### config.mk
export PLATFORM = sky130hd
export DESIGN_NAME = phy_tune_seq
export DESIGN_NICKNAME = d
export VERILOG_FILES = /design/src/rtl/phy_tune_pkg.sv /design/src/rtl/phy_tune_timer.sv /design/src/rtl/phy_tune_script.sv /design/src/rtl/phy_tune_seq.sv
export SDC_FILE = /design/constraint.sdc
export NUM_CORES = 1
export LEC_CHECK = 0
export ABC_AREA = 1
export ABC_CLOCK_PERIOD_IN_PS = 6020
export BUFFER_PORTS_ARGS = -buffer_cell sky130_fd_sc_hd__buf_2
export CORE_MARGIN = 8
export CORE_UTILIZATION = 55
export CTS_CLUSTER_DIAMETER = 50
export DETAILED_ROUTE_END_ITERATION = 8
export GPL_TIMING_DRIVEN = 0
export PLACE_DENSITY = 0.75
export SETUP_SLACK_MARGIN = 0.4
export SLEW_MARGIN = 25
export SYNTH_ARGS = -nofsm -noshare
export SYNTH_HDL_FRONTEND = slang
export SYNTH_HIERARCHICAL = 1
export SYNTH_SLANG_ARGS = --single-unit
### constraint.sdc
create_clock -name clk -period 6.02 [get_ports clk]
set_clock_uncertainty 0.1 [all_clocks]
set_input_delay 1.204 -clock clk [delete_from_list [all_inputs] [get_ports clk]]
set_output_delay 1.204 -clock clk [all_outputs]
set_load 0.03 [all_outputs]
### src/rtl/phy_tune_pkg.sv
package phy_tune_pkg;
  localparam int WORD_W   = 16;
  localparam int ADDR_LSB = 8;
  localparam int ADDR_W   = 8;
  localparam int DATA_BIT = 7;

  typedef enum logic [2:0] {PH_IDLE, PH_ADDR, PH_DATA, PH_HIGH, PH_LOW} phase_e;

  // bits of the word the sequencer must never disturb
  function automatic logic [WORD_W-1:0] keep_mask(input int num_phy);
    logic [WORD_W-1:0] m;
    m = 16'h007F;
    for (int i = 0; i < num_phy; i++) m[2*i] = 1'b0;
    return m;
  endfunction
endpackage

### src/rtl/phy_tune_timer.sv
module phy_tune_timer #(
  parameter int CNT_W = 8
) (
  input  logic             clk,
  input  logic             rst,
  input  logic             clear,
  input  logic [CNT_W-1:0] limit,
  output logic             expired
);
  logic [CNT_W-1:0] cnt;
  logic [CNT_W-1:0] lim_eff;

  assign lim_eff = (limit == '0) ? CNT_W'(1) : limit;
  assign expired = !clear && (cnt == lim_eff - 1'b1);

  always_ff @(posedge clk) begin
    if (rst || clear)  cnt <= '0;
    else if (expired)  cnt <= '0;
    else               cnt <= cnt + 1'b1;
  end

  // a phase never runs past its programmed length
  p_cnt_bound_r5: assert property (@(posedge clk) disable iff (rst)
    !clear |-> (cnt < lim_eff));
endmodule

### src/rtl/phy_tune_script.sv
module phy_tune_script #(
  parameter int DATA_W = 8,
  parameter int LEN_W  = 4
) (
  input  logic [1:0]        idx,
  input  logic              thr_hi,
  output logic [7:0]        addr,
  output logic [DATA_W-1:0] data,
  output logic [LEN_W-1:0]  len
);
  always_comb begin
    unique case (idx)
      2'd0: begin addr = 8'h0c; data = DATA_W'(1);    len = LEN_W'(1); end
      2'd1: begin addr = 8'h20; data = DATA_W'(8'h14); len = LEN_W'(5); end
      default: begin
        addr = 8'h2a;
        data = thr_hi ? DATA_W'(3) : DATA_W'(2);
        len  = LEN_W'(2);
      end
    endcase
  end
endmodule

### src/rtl/phy_tune_seq.sv
module phy_tune_seq
  import phy_tune_pkg::*;
#(
  parameter int NUM_PHY = 3,
  parameter int DATA_W  = 8,
  parameter int CNT_W   = 8,
  parameter int PHY_W   = 2,
  localparam int LEN_W  = $clog2(DATA_W + 1)
) (
  input  logic              clk,
  input  logic              rst,
  input  logic              req_valid,
  input  logic [7:0]        req_addr,
  input  logic [DATA_W-1:0] req_data,
  input  logic [LEN_W-1:0]  req_len,
  input  logic [PHY_W-1:0]  req_phy,
  input  logic              boot_start,
  input  logic [PHY_W-1:0]  boot_phy,
  input  logic              boot_thr_hi,
  input  logic [CNT_W-1:0]  phase_cycles,
  input  logic              wr_valid,
  input  logic [15:0]       wr_word,
  output logic [15:0]       ctrl_word,
  output logic              busy,
  output logic              done,
  output logic              err
);
  localparam logic [WORD_W-1:0] KEEP = keep_mask(NUM_PHY);
  localparam logic [1:0]        LAST_ITEM = 2'd2;

  phase_e              st;
  logic [WORD_W-1:0]   ctrl_q;
  logic                busy_q, done_q, err_q;
  logic [DATA_W-1:0]   sh;
  logic [LEN_W-1:0]    rem;
  logic [PHY_W-1:0]    tgt;
  logic [CNT_W-1:0]    lim_q;
  logic                scr_act, thr_q;
  logic [1:0]          scr_idx, scr_sel;
  logic [7:0]          s_addr;
  logic [DATA_W-1:0]   s_data;
  logic [LEN_W-1:0]    s_len;
  logic                expired, idle, boot_bad, req_bad;
  logic [3:0]          stb_pos;

  assign idle     = (st == PH_IDLE);
  assign boot_bad = (32'(boot_phy) >= NUM_PHY);
  assign req_bad  = (32'(req_phy) >= NUM_PHY);
  assign stb_pos  = 4'({tgt, 1'b0});
  assign scr_sel  = idle ? ((boot_phy == '0) ? 2'd0 : 2'd1) : 2'(scr_idx + 2'd1);

  phy_tune_timer #(.CNT_W(CNT_W)) timer_i (
    .clk(clk), .rst(rst), .clear(idle), .limit(lim_q), .expired(expired)
  );

  phy_tune_script #(.DATA_W(DATA_W), .LEN_W(LEN_W)) script_i (
    .idx(scr_sel), .thr_hi(idle ? boot_thr_hi : thr_q),
    .addr(s_addr), .data(s_data), .len(s_len)
  );

  always_ff @(posedge clk) begin
    if (rst) begin
      st <= PH_IDLE; ctrl_q <= '0; busy_q <= 1'b0; done_q <= 1'b0; err_q <= 1'b0;
      sh <= '0; rem <= '0; tgt <= '0; lim_q <= '0;
      scr_act <= 1'b0; thr_q <= 1'b0; scr_idx <= '0;
    end else begin
      done_q <= 1'b0;
      err_q  <= 1'b0;
      unique case (st)
        PH_IDLE: begin
          if (boot_start) begin
            if (boot_bad) err_q <= 1'b1;
            else begin
              tgt <= boot_phy; thr_q <= boot_thr_hi; lim_q <= phase_cycles;
              scr_act <= 1'b1; scr_idx <= scr_sel;
              ctrl_q[ADDR_LSB +: ADDR_W] <= s_addr;
              sh <= s_data; rem <= s_len;
              busy_q <= 1'b1; st <= PH_ADDR;
            end
          end else if (req_valid) begin
            if (req_bad) err_q <= 1'b1;
            else if (req_len == '0) done_q <= 1'b1;
            else begin
              tgt <= req_phy; lim_q <= phase_cycles; scr_act <= 1'b0;
              ctrl_q[ADDR_LSB +: ADDR_W] <= req_addr;
              sh <= req_data; rem <= req_len;
              busy_q <= 1'b1; st <= PH_ADDR;
            end
          end else if (wr_valid) begin
            ctrl_q <= wr_word;
          end
        end
        PH_ADDR: if (expired) begin
          ctrl_q[DATA_BIT] <= sh[0];
          ctrl_q[stb_pos]  <= 1'b0;
          st <= PH_DATA;
        end
        PH_DATA: if (expired) begin
          ctrl_q[stb_pos] <= 1'b1;
          st <= PH_HIGH;
        end
        PH_HIGH: if (expired) begin
          ctrl_q[stb_pos] <= 1'b0;
          st <= PH_LOW;
        end
        PH_LOW: if (expired) begin
          if (rem == LEN_W'(1)) begin
            if (scr_act && scr_idx != LAST_ITEM) begin
              scr_idx <= scr_sel;
              ctrl_q[ADDR_LSB +: ADDR_W] <= s_addr;
              sh <= s_data; rem <= s_len;
              st <= PH_ADDR;
            end else begin
              busy_q <= 1'b0; done_q <= 1'b1; scr_act <= 1'b0;
              st <= PH_IDLE;
            end
          end else begin
            ctrl_q[ADDR_LSB +: ADDR_W] <= ctrl_q[ADDR_LSB +: ADDR_W] + 8'd1;
            sh  <= sh >> 1;
            rem <= rem - 1'b1;
            st  <= PH_ADDR;
          end
        end
        default: st <= PH_IDLE;
      endcase
    end
  end

  assign ctrl_word = ctrl_q;
  assign busy      = busy_q;
  assign done      = done_q;
  assign err       = err_q;

  // completion coincides with the fall of busy
  p_done_on_fall_r6: assert property (@(posedge clk) disable iff (rst)
    $fell(busy_q) |-> done_q);
  p_done_idle_r6: assert property (@(posedge clk) disable iff (rst)
    done_q |-> !busy_q);
  // a rejected request starts nothing
  p_err_quiet_r9: assert property (@(posedge clk) disable iff (rst)
    err_q |-> (!busy_q && !done_q));
  // address and data hold while the strobe is high
  p_hold_high_r5: assert property (@(posedge clk) disable iff (rst)
    (st == PH_HIGH && $past(st) == PH_HIGH) |-> $stable(ctrl_q[15:7]));
  p_strobe_phase_r5: assert property (@(posedge clk) disable iff (rst)
    busy_q |-> (ctrl_q[stb_pos] == (st == PH_HIGH)));
  // unowned bits untouched during a write
  p_keep_bits_r10: assert property (@(posedge clk) disable iff (rst)
    (busy_q && $past(busy_q)) |-> $stable(ctrl_q & KEEP));

  for (genvar n = 0; n < NUM_PHY; n++) begin : g_other
    p_other_stb_r10: assert property (@(posedge clk) disable iff (rst)
      (busy_q && $past(busy_q) && tgt != PHY_W'(n)) |-> $stable(ctrl_q[2*n]));
  end
endmodule

# --- Word-level counts from Yosys, hierarchy flattened ---
# Cells that the tools add are included.
# W data, S select, Z words.
totals:
  register_bits: 56
  latch_bits: 0
  ram_bits: 0
  rom_bits: 0
  out_inout_bits: 19
  mem_count: 0
classes:
  add_sub_neg: 5
  n_mul: 0
  div: 0
  magnitude_cmp: 4
  eq_ne: 31
  n_shift: 0
  muxes: 98
  bitwise_logic: 6
  reduce_logical: 24
ops:
  columns: ["cell", "n"]
  rows:
  - ["$mux W8", 24]
  - ["$mux W16", 4]
  - ["$pmux W8 S5", 1]
  - ["$and A16 B16 Y16", 2]
  - ["$mux W4", 8]
  - ["$ne A2 B2 Y1 const B", 16]
  - ["$pmux W8 S2", 2]
  - ["$pmux W8 S4", 1]
  - ["$mux W3", 10]
  - ["$mux W1", 28]
  - ["$mux W2", 11]
  - ["$add A8 B1 Y8 const B", 2]
  - ["$not A7 Y16", 1]
  - ["$or A16 B7 Y16", 1]
  - ["$reduce_and A8 Y1", 2]
  - ["$ne A3 B3 Y1 const B", 5]
  - ["$pmux W3 S5", 1]
  - ["$reduce_and A7 Y1", 2]
  - ["$ne A4 B4 Y1 const B", 3]
  - ["$pmux W6 S2", 1]
  - ["$reduce_and A10 Y1", 1]
  - ["$eq A8 B8 Y1", 1]
  - ["$logic_not A8 Y1", 1]
  - ["$pmux W4 S2", 1]
  - ["other kinds (29)", 39]

# --- Longest topological paths before layout ---
# Gate-level depths: netlist of run 1.
depth:
  word_depth: 9
  ltp_mapped: 23
  mapped_depth_nobuf: 23

# --- Cells and area by module ---
# The synthesis of run 1 kept the hierarchy.
by_module_without_submodules:
  columns: ["mod", "instances", "cells_per_inst", "area_each_um2"]
  rows:
  - ["phy_tune_seq", 1, 531, 3195.6]
  - ["phy_tune_timer", 1, 110, 723.2]
  - ["phy_tune_script", 1, 22, 135.1]

# --- Least setup slack after synthesis of run 1 ---
# OpenSTA, ideal clock, no wires.
synth_path:
  path_kind: "register to register"
  start: "register lim_q[4]"
  end: "register ctrl_q[11], in the netlist ctrl_word[11]"
  setup_time_ps: 113
  t_arrival_ps: 2461
  setup_slack_ps: 3346
  stages_incl_launch_ff: 22
  n_path_buf: 0
  path_cell_list: "dfxtp_1 -> inv_2 -> nand2_2 -> nor2_2 -> nand2_4 -> nand2_2 -> inv_1 -> ha_1 -> a21oi_1 -> o21ai_0 -> a21oi_1 -> nand3_1 -> nor2_2 -> nand3_2 -> inv_1 -> inv_1 -> nand3_1 -> nand3_1 -> nor2_4 -> nand2_4 -> nor2_1 -> nor2_1"
synth_via:
  elab_chain_cells: 7
  word_cells_on_any_way: 10
synth_lines:
  columns: ["item", "line_no", "rtl"]
  rows:
  - ["from (decl)", "phy_tune_seq.sv:37", "logic [CNT_W-1:0] lim_q;"]
  - ["from (signal assigned)", "phy_tune_seq.sv:74", "tgt <= boot_phy; thr_q <= boot_thr_hi; lim_q <= phase_cycles;"]
  - ["$logic_not A8 Y1", "phy_tune_timer.sv:13", "assign lim_eff = (limit == '0) ? CNT_W'(1) : limit;"]
  - ["$mux W8 *", "phy_tune_timer.sv:13", null]
  - ["$sub A8 B1 Y8 *", "phy_tune_timer.sv:14", "assign expired = !clear && (cnt == lim_eff - 1'b1);"]
  - ["$eq A8 B8 Y1 *", "phy_tune_timer.sv:14", null]
  - ["$logic_and A1 B1 Y1 *", "phy_tune_timer.sv:14", null]
  - ["net expired", "phy_tune_seq.sv:43", "logic expired, idle, boot_bad, req_bad;"]
  - ["$ne A2 B2 Y1 (no line)", null, null]
  - ["$reduce_and A10 Y1 (no line) *", null, null]
  - ["to (signal, indexed assignment)", "phy_tune_seq.sv:76", "ctrl_q[ADDR_LSB +: ADDR_W] <= s_addr;"]
  - ["to (signal, indexed assignment)", "phy_tune_seq.sv:85", "ctrl_q[ADDR_LSB +: ADDR_W] <= req_addr;"]
  - ["to (signal assigned)", "phy_tune_seq.sv:90", "ctrl_q <= wr_word;"]
  - ["to (decl)", "phy_tune_seq.sv:32", "logic [WORD_W-1:0] ctrl_q;"]
# The timed path passes the listed nets; every way through them passes the cells marked *.
# A chain may end at the register's enable or synchronous reset.

# --- Final worst setup path of run 1 ---
layout_path:
  start: "register lim_q[4]"
  end: "register ctrl_q[15], in the netlist ctrl_word[15]"
# Same word-level chain as after synthesis.

==> metrics.yaml, run 1 <==
worst_setup_path:
  timing_worst_setup_path_type: "flop to flop"
  worst-endpoint-arrival_ns: 3.44
  worst_ep_required_time_ns: 6.17
  worstSetupEndpointType: "flop"
  crit_path_start_kind: "flop"
  reg2reg_slack_ns: 2.73
  timing.rr.start: "lim_q[4]"
  rr_worst_depth: 22
  reg2reg_to: "ctrl_word[15]"
  critical_path.max_fanout: 8
global_routing:
  globalRouteTotalUtil_pct: 22.05
  gr-usage-met3_pct: 3.542
  first_global_vias: 4123
  grt.met1_usage_pct: 27.70
  grt_max_degree: 18
  grt_first_pass_wirelength_um: 18720
  busiest_layer: "met2"
  antenna_found_initial: 0
  grt.overflow.total: 0
  grt_util_met2_pct: 37.73
power:
  cellLeakagePower_nw: 2.297
  worst_ir_drop_vdd_uv: 223.7
  power.density_nw_per_um2: 422.6
placement:
  portBuffers: 72
  post-dp-hpwl_um: 8676
  place_congestion: 0.9360
worst_hold_path:
  holdCritPathClass: "flop to flop"
  min_path_cells: 2
  holdPathEnd: "thr_q"
  worst_hold_startpoint: "thr_q"
routing:
  drt_iter0_markers: 226
  routed-via-count: 4392
  drt_drc_violations_left: 0
  routed_wl_um: 11300
  drt-vias-per-instance: 5.167
  routed_length_per_instance_um: 13.29
  drtAntennaViolNets: 0
  detail_route.first_pass.iterations: 4
yosys:
  synth_edf_count: 0
  synth.cell_area_sq_um: 4054
  postSynthCellCount: 663
  netlist.top_cell.by_area: "dfxtp_1"
  adder_cell_share_of_the_synthesized_area_pct: 1.852
  yosys.cell_types.count: 42
  synth_simple_gate_area_share_pct: 39.35
  synthesis.yosys.warnings: 6
  syn_area_per_cell_sq_um: 6.114
  synth-async-reset-ratio_pct: 0
  main_combinational_cell_family_by_area_after_synthesis: "simple AND/OR/NAND/NOR gates"
  netlist.area_leader.share_pct: 27.65
  ys_seq_area_share_pct: 27.65
  synth.top_cells.by_area: "dfxtp_1, nand2_1, nor2_1, o21ai_0, inv_1"
  synth_compound_area_share_pct: 15.83
  synthFlopType: "dfxtp_1"
  post_synth_xor_area_fraction_pct: 2.809
  post_synth_mux_area_share_pct: 0
  yosys_register_bits: 56
die:
  die-area_sq_um: 10370
  initial_utilization_pct: 56.19
  die_height_um: 101.9
  core_sq_um: 7214
  die_width_um: 101.9
  core.rowCount: 31
  pin_count: 73
finish:
  num-nets-final: 810
  layout.area.seq_sq_um: 1121
  final_common_cell: "nand2_1"
  layout-drive-gt1-share_pct: 20.64
  total_area_of_multi_input_combinational_cells_sq_um: 2460
  antenna-diode-count: 0
  postLayoutCoreUtil_pct: 64.55
  syn2layout_area_growth_pct: 14.88
  most-common-layout-cells: "nand2_1, nor2_1, buf_2"
  final.fill_count: 743
clock_network:
  numClockSinks: 56
  post_cts_resized: 0
  clock_insertion_delay_worst_skew_ns: 0.32
  clk_pin_slew_ns: 0.11
  cts_hold_buffers: 0
  postCtsSetupRepairBufs: 0
  htree_num_levels: 2
  clock_path_buffers: 2
  clock_tree.root_cell: "clkbuf_8"
  cts-buffers-inserted: 5
  cts_tree: "built"
run_status:
  run_status: "complete, no violations"
timing:
  maxClockFrequency_mhz: 303.9
  max_slew_margin_pct: 61.94
  drv_slew: 0
  period_minus_slack_ns: 3.290
  min_period_over_period_pct: 54.66
  final_hold_viol_count: 0
  finalSetupViolCount: 0
  fin_setup_tns_ns: 0
  tightestPinTransition_ns: 0.5710
  rsz0062_at_grt: "false"
run:
  cap_violations: 0
## report_power, final
| group | leakage (nW) | switching [W] | total, W | internal, W |
|---|---|---|---|---|
| Clock | 0.0414 | 0.000129 | 0.000212 | 0.0000832 |
| Sequential | 0.460 | 0.0000976 | 0.000576 | 0.000479 |
| Combinational | 1.79 | 0.000777 | 0.00118 | 0.000403 |
| Total | 2.30 | 0.00100 | 0.00197 | 0.000964 |
## logic make-up (layout without fill, tap and decap cells)
logic type	count (synthesis)	in the layout
AO/OA/AOI/OAI	117	117
XOR/XNOR	13	13
adder cells (fa/ha/maj)	6	6
buffers and inverters	110	190
flip-flops	56	56
other	1	9
AND/OR/NAND/NOR	360	360
## cell type report
type / count / share of cell area, %
Buffer: 36 / 4.675
Clock buffer: 6 / 1.558
Clock inverter: 2 / 0.3493
Inverter: 74 / 6.126
Multi-Input combinational cell: 505 / 52.82
Sequential cell: 56 / 24.07
Tap cell: 99 / 2.660
Timing Repair Buffer: 72 / 7.738
## worst max path at each step
stage | slack, ns | to | from | depth (start not counted)
after global routing | 2.50 | ctrl_word[13] | lim_q[3] | 22
after detailed placement | 2.80 | ctrl_word[12] | lim_q[3] | 21
after CTS | 2.75 | ctrl_word[15] | lim_q[4] | 22
after global placement | 2.87 | ctrl_word[11] | lim_q[3] | 21
final | 2.73 | ctrl_word[15] | lim_q[4] | 22
after floorplan | 3.35 | ctrl_word[11] | lim_q[4] | 21
## flip-flops by register name, summed over array words and instances, names as in the netlist
| register | count |
|---|---|
| thr_q | 1 |
| sh | 8 |
| ctrl_word | 16 |
| st | 3 |
| done | 1 |
| rem | 4 |
| timer_i/cnt | 8 |
| err | 1 |
| lim_q | 8 |
| scr_idx | 2 |
| busy | 1 |
| scr_act | 1 |
| tgt | 2 |
## synth_stat cells (3+ instances only)
cell type  instances
o21ai_0           48
nor2_2            14
a21oi_1           37
nand2_1          176
buf_2              5
nand4_1            6
buf_4             16
clkbuf_1          12
ha_1               6
nor2_1            97
nand2_4            6
nand3_1           40
o31ai_1            6
o21ai_1           11
dfxtp_1           56
inv_1             60
xnor2_1           10
inv_2             11
nor2_4             3
nand2_2            6
xor2_1             3
o211ai_1           8
## stage by stage
| step | worst slack, ns | total power (W) | instance area, sq um | hold WS (ns) | std cells |
|---|---|---|---|---|---|
| global route | 2.503 | 0.002154 | 4657 | 0.4045 | 850 |
| CTS | 2.753 | 0.001964 | 4657 | 0.3689 | 850 |
| global placement | 2.867 | 0.001718 | 4568 | 0.3363 | 842 |
| floorplan | 3.346 | 0.001480 | 4084 | 0.3246 | 671 |
| finish | 2.730 | 0.001968 | 4657 | 0.3679 | 850 |
| detailed placement | 2.802 | 0.001750 | 4568 | 0.3500 | 842 |
## worst max-delay path: stages (launching register included)
cell     delay [ns]
dfxtp_1        0.38
inv_2          0.10
nand2_2        0.06
nor2_2         0.15
nand2_4        0.10
nand2_2        0.08
inv_1          0.04
ha_1           0.30
a21oi_1        0.12
o21ai_0        0.12
a21oi_1        0.13
nand3_1        0.11
nor2_2         0.12
nand3_2        0.10
inv_1          0.17
inv_1          0.16
nand3_1        0.16
nand3_1        0.13
nor2_4         0.21
nand2_4        0.12
nand2_1        0.08
nand2_1        0.04
nor2_1         0.12
## routing by layer
layer,up-vias,share of wire (%)
met4,0,1.5
li1,2260,-
met2,149,47
met5,-,0
met3,13,6.6
met1,1970,45
Power figures use the tool's default switching activity.
==> run 2: changes to the inputs <==
Settings changed: ABC_CLOCK_PERIOD_IN_PS 6020 to 3400.
Clock period 6.02 ns to 3.4 ns, I/O delays scaled along.
==> run 2 against run 1 <==
  * Global-route usage rose by 0.14 points
  * Die area did not move
  * Cell area rose by 4.3%
  * Wire length rose by 3.2%
  * Setup slack got worse by 2.2 ns
  * Sequential cell count did not move
  * Critical path type unchanged
  * Largest power group unchanged
==> metrics.yaml, run 2 (synthesis results as in run 1) <==
clock_network:
  cts_tree: "built"
  cts_hold_buffers: 0  # unchanged
  clock_path_buffers: 2  # unchanged
  clock_insertion_delay_worst_skew_ns: 0.32  # about the same
  htree_num_levels: 2  # unchanged
  numClockSinks: 56  # unchanged
  clock_tree.root_cell: "clkbuf_8"
  cts-buffers-inserted: 5  # unchanged
  clk_pin_slew_ns: 0.11  # about the same
power:
  clockPowerShare_pct: 10.2  # -0.6 points
  power_switching_share_pct: 50.58  # -0.40 points
  power_report.internal_total_w: 0.001825  # +89%
  seq_power_share_pct: 27.9  # -1.4 points
  cellLeakagePower_nw: 2.365  # +3.0%
  power.density_nw_per_um2: 760.5  # +80%
  switchingPower_w: 0.001868  # +86%
  pwr-share-comb_pct: 61.8  # +1.8 points
  worst_ir_drop_vdd_uv: 396.0  # +77%
placement:
  portBuffers: 72  # unchanged
  post-dp-hpwl_um: 8676  # unchanged
  place_congestion: 0.9360  # unchanged
timing:
  final_hold_viol_count: 0  # unchanged
  drv_slew: 0  # unchanged
  maxClockFrequency_mhz: 349.7  # +15%
  period_minus_slack_ns: 2.860  # -0.4303 ns
  min_period_over_period_pct: 84.12  # +29 points
  tightestPinTransition_ns: 0.5857  # +0.01470 ns
  max_slew_margin_pct: 60.96  # -0.98 points
  finalSetupViolCount: 0  # unchanged
  fin_setup_tns_ns: 0  # unchanged
  rsz0062_at_grt: "true"
worst_hold_path:
  worst_hold_startpoint: "thr_q"
  holdCritPathClass: "flop to flop"
global_routing:
  first_global_vias: 4163  # +0.97%
  grt_first_pass_wirelength_um: 18860  # +0.74%
  grt_max_degree: 18  # unchanged
  grt.overflow.total: 0  # unchanged
  antenna_found_initial: 0  # unchanged
  globalRouteTotalUtil_pct: 22.19  # +0.14 points
routing:
  drt_iter0_markers: 261  # +15%
  detail_route.first_pass.iterations: 4  # unchanged
  drt_drc_violations_left: 0  # unchanged
  routed_length_per_instance_um: 13.56  # +2.0%
  drt-vias-per-instance: 5.179  # +0.23%
  routed_wl_um: 11660  # +3.2%
  routed-via-count: 4454  # +1.4%
  drtAntennaViolNets: 0  # unchanged
finish:
  final_common_cell: "nand2_1"
  final.fill_count: 699  # -5.9%
  largest_register_ffs: 16  # unchanged
  layout-drive-gt1-share_pct: 24.31  # +3.7 points
  most-common-layout-cells: "nand2_1, nor2_1, buf_2"
  syn2layout_area_growth_pct: 19.78
  num-nets-final: 820  # +1.2%
  antenna-diode-count: 0  # unchanged
  postLayoutCoreUtil_pct: 67.31  # +2.8 points
run:
  cap_violations: 0  # unchanged
die:
  initial_utilization_pct: 56.19  # unchanged
  die_height_um: 101.9  # unchanged
  pin_count: 73  # unchanged
  core.rowCount: 31  # unchanged
  die_width_um: 101.9  # unchanged
  core_sq_um: 7214  # unchanged
  die-area_sq_um: 10370  # unchanged
worst_setup_path:
  timing.rr.start: "lim_q[5]"
  critical_path_origin: "lim_q[5]"
  worst-endpoint-arrival_ns: 3.01  # -0.43 ns
  path_delay_family: "simple AND/OR/NAND/NOR gates"
  worst_ep_required_time_ns: 3.55  # -2.62 ns
  timing_worst_setup_path_type: "flop to flop"
  critical_path.max_fanout: 10  # +2
  crit_path_start_kind: "flop"
  count_of_buffer_and_inverter_cells_on_the_critical_path: 5  # +1
  worst_path_max_stage_delay_ns: 0.38  # about the same
  crit_path_cell_trace: "inv_2 > nand2_4 > nor2_4 > nand2_4 > nand2_4 > inv_2 > ha_4 > a21oi_2 > o21ai_1 > a21oi_1 > nand3_1 > nor2_2 > nand3_2 > inv_2 > clkinv_4 > a21oi_2 > nand3_4 > buf_4 > nand2_1 > nand2_1 > nor2_1"
  worstSetupEndpointType: "flop"
  critPathSlowestCell: "dfxtp_4"
run_status:
  run_status: "complete, no violations"
-- run 2: cell types whose count changed in the layout (fill, tap and decap cells not counted), moves of 3 or more --
cell / previous run / this run
buf_4: 16 / 26
dfxtp_1: 56 / 50
inv_1: 60 / 55
dfxtp_4: 0 / 4
nand3_4: 0 / 4
nand2_1: 176 / 173
nand2_4: 6 / 9
nand3_1: 40 / 37
-- run 2: worst min-delay path, cell delays in order, from the launching register on --
cell and delay, ns:
dfxtp_1 0.31, inv_1 0.06, a21oi_1 0.06
-- run 2: final timing paths --
path / end / slack (ns) / depth (start not counted)
max: sh[4] / 0.54 / 21
min: thr_q / 0.37 / 2
max reg2reg: sh[4] / 0.54 / 21
min reg2reg: thr_q / 0.37 / 2
-- run 2: cell type report --
type | count | area (sq um) | area share, %
clock buffer | 6 | 72.57 | 1.494
timing repair buffer | 82 | 435.4 | 8.967
clock inverter | 2 | 16.27 | 0.3350
multi-input combinational | 505 | 2556 | 52.64
sequential | 56 | 1139 | 23.45
inverter | 74 | 295.3 | 6.081
buffer | 36 | 217.7 | 4.483
tap | 99 | 123.9 | 2.551
-- run 2: metrics by stage --
step,worst slack [ns],area [sq um],std cells,total power [W],hold slack [ns]
after global routing,0.3508,4856,860,0.004021,0.4046
after floorplan,0.7260,4084,671,0.002621,0.3246
after global placement,0.2469,4568,842,0.003043,0.3363
after detailed placement,0.1815,4568,842,0.003098,0.3500
after CTS,0.4190,4684,851,0.003495,0.3689
final,0.5400,4856,860,0.003693,0.3669
-- run 2: what timing repair did --
action / in CTS / in global routing
setup buffers: 1 / 9
gates resized for setup: 9 / 29
pin swaps: 2 / 14
endpoints found under the setup margin: 25 / 26
-- run 2: power by group through the flow --
stage               clock network [W]  registers, W  logic [W]
floorplan                           0       0.00111    0.00151
global placement                    0       0.00102    0.00202
detailed placement                  0       0.00103    0.00207
finish                       0.000379       0.00103    0.00228
CTS                          0.000385       0.00102    0.00209
global route                 0.000412       0.00106    0.00254
-- run 2: metal layers --
| metal | wire length, um | vias up | GRT usage [%] |
|---|---|---|---|
| met4 | 192 | 0 | 6.659 |
| met2 | 5565 | 138 | 38.18 |
| met1 | 5173 | 2016 | 27.70 |
| li1 | - | 2284 | - |
| met3 | 730 | 16 | 3.542 |
| met5 | 0 | - | 0 |
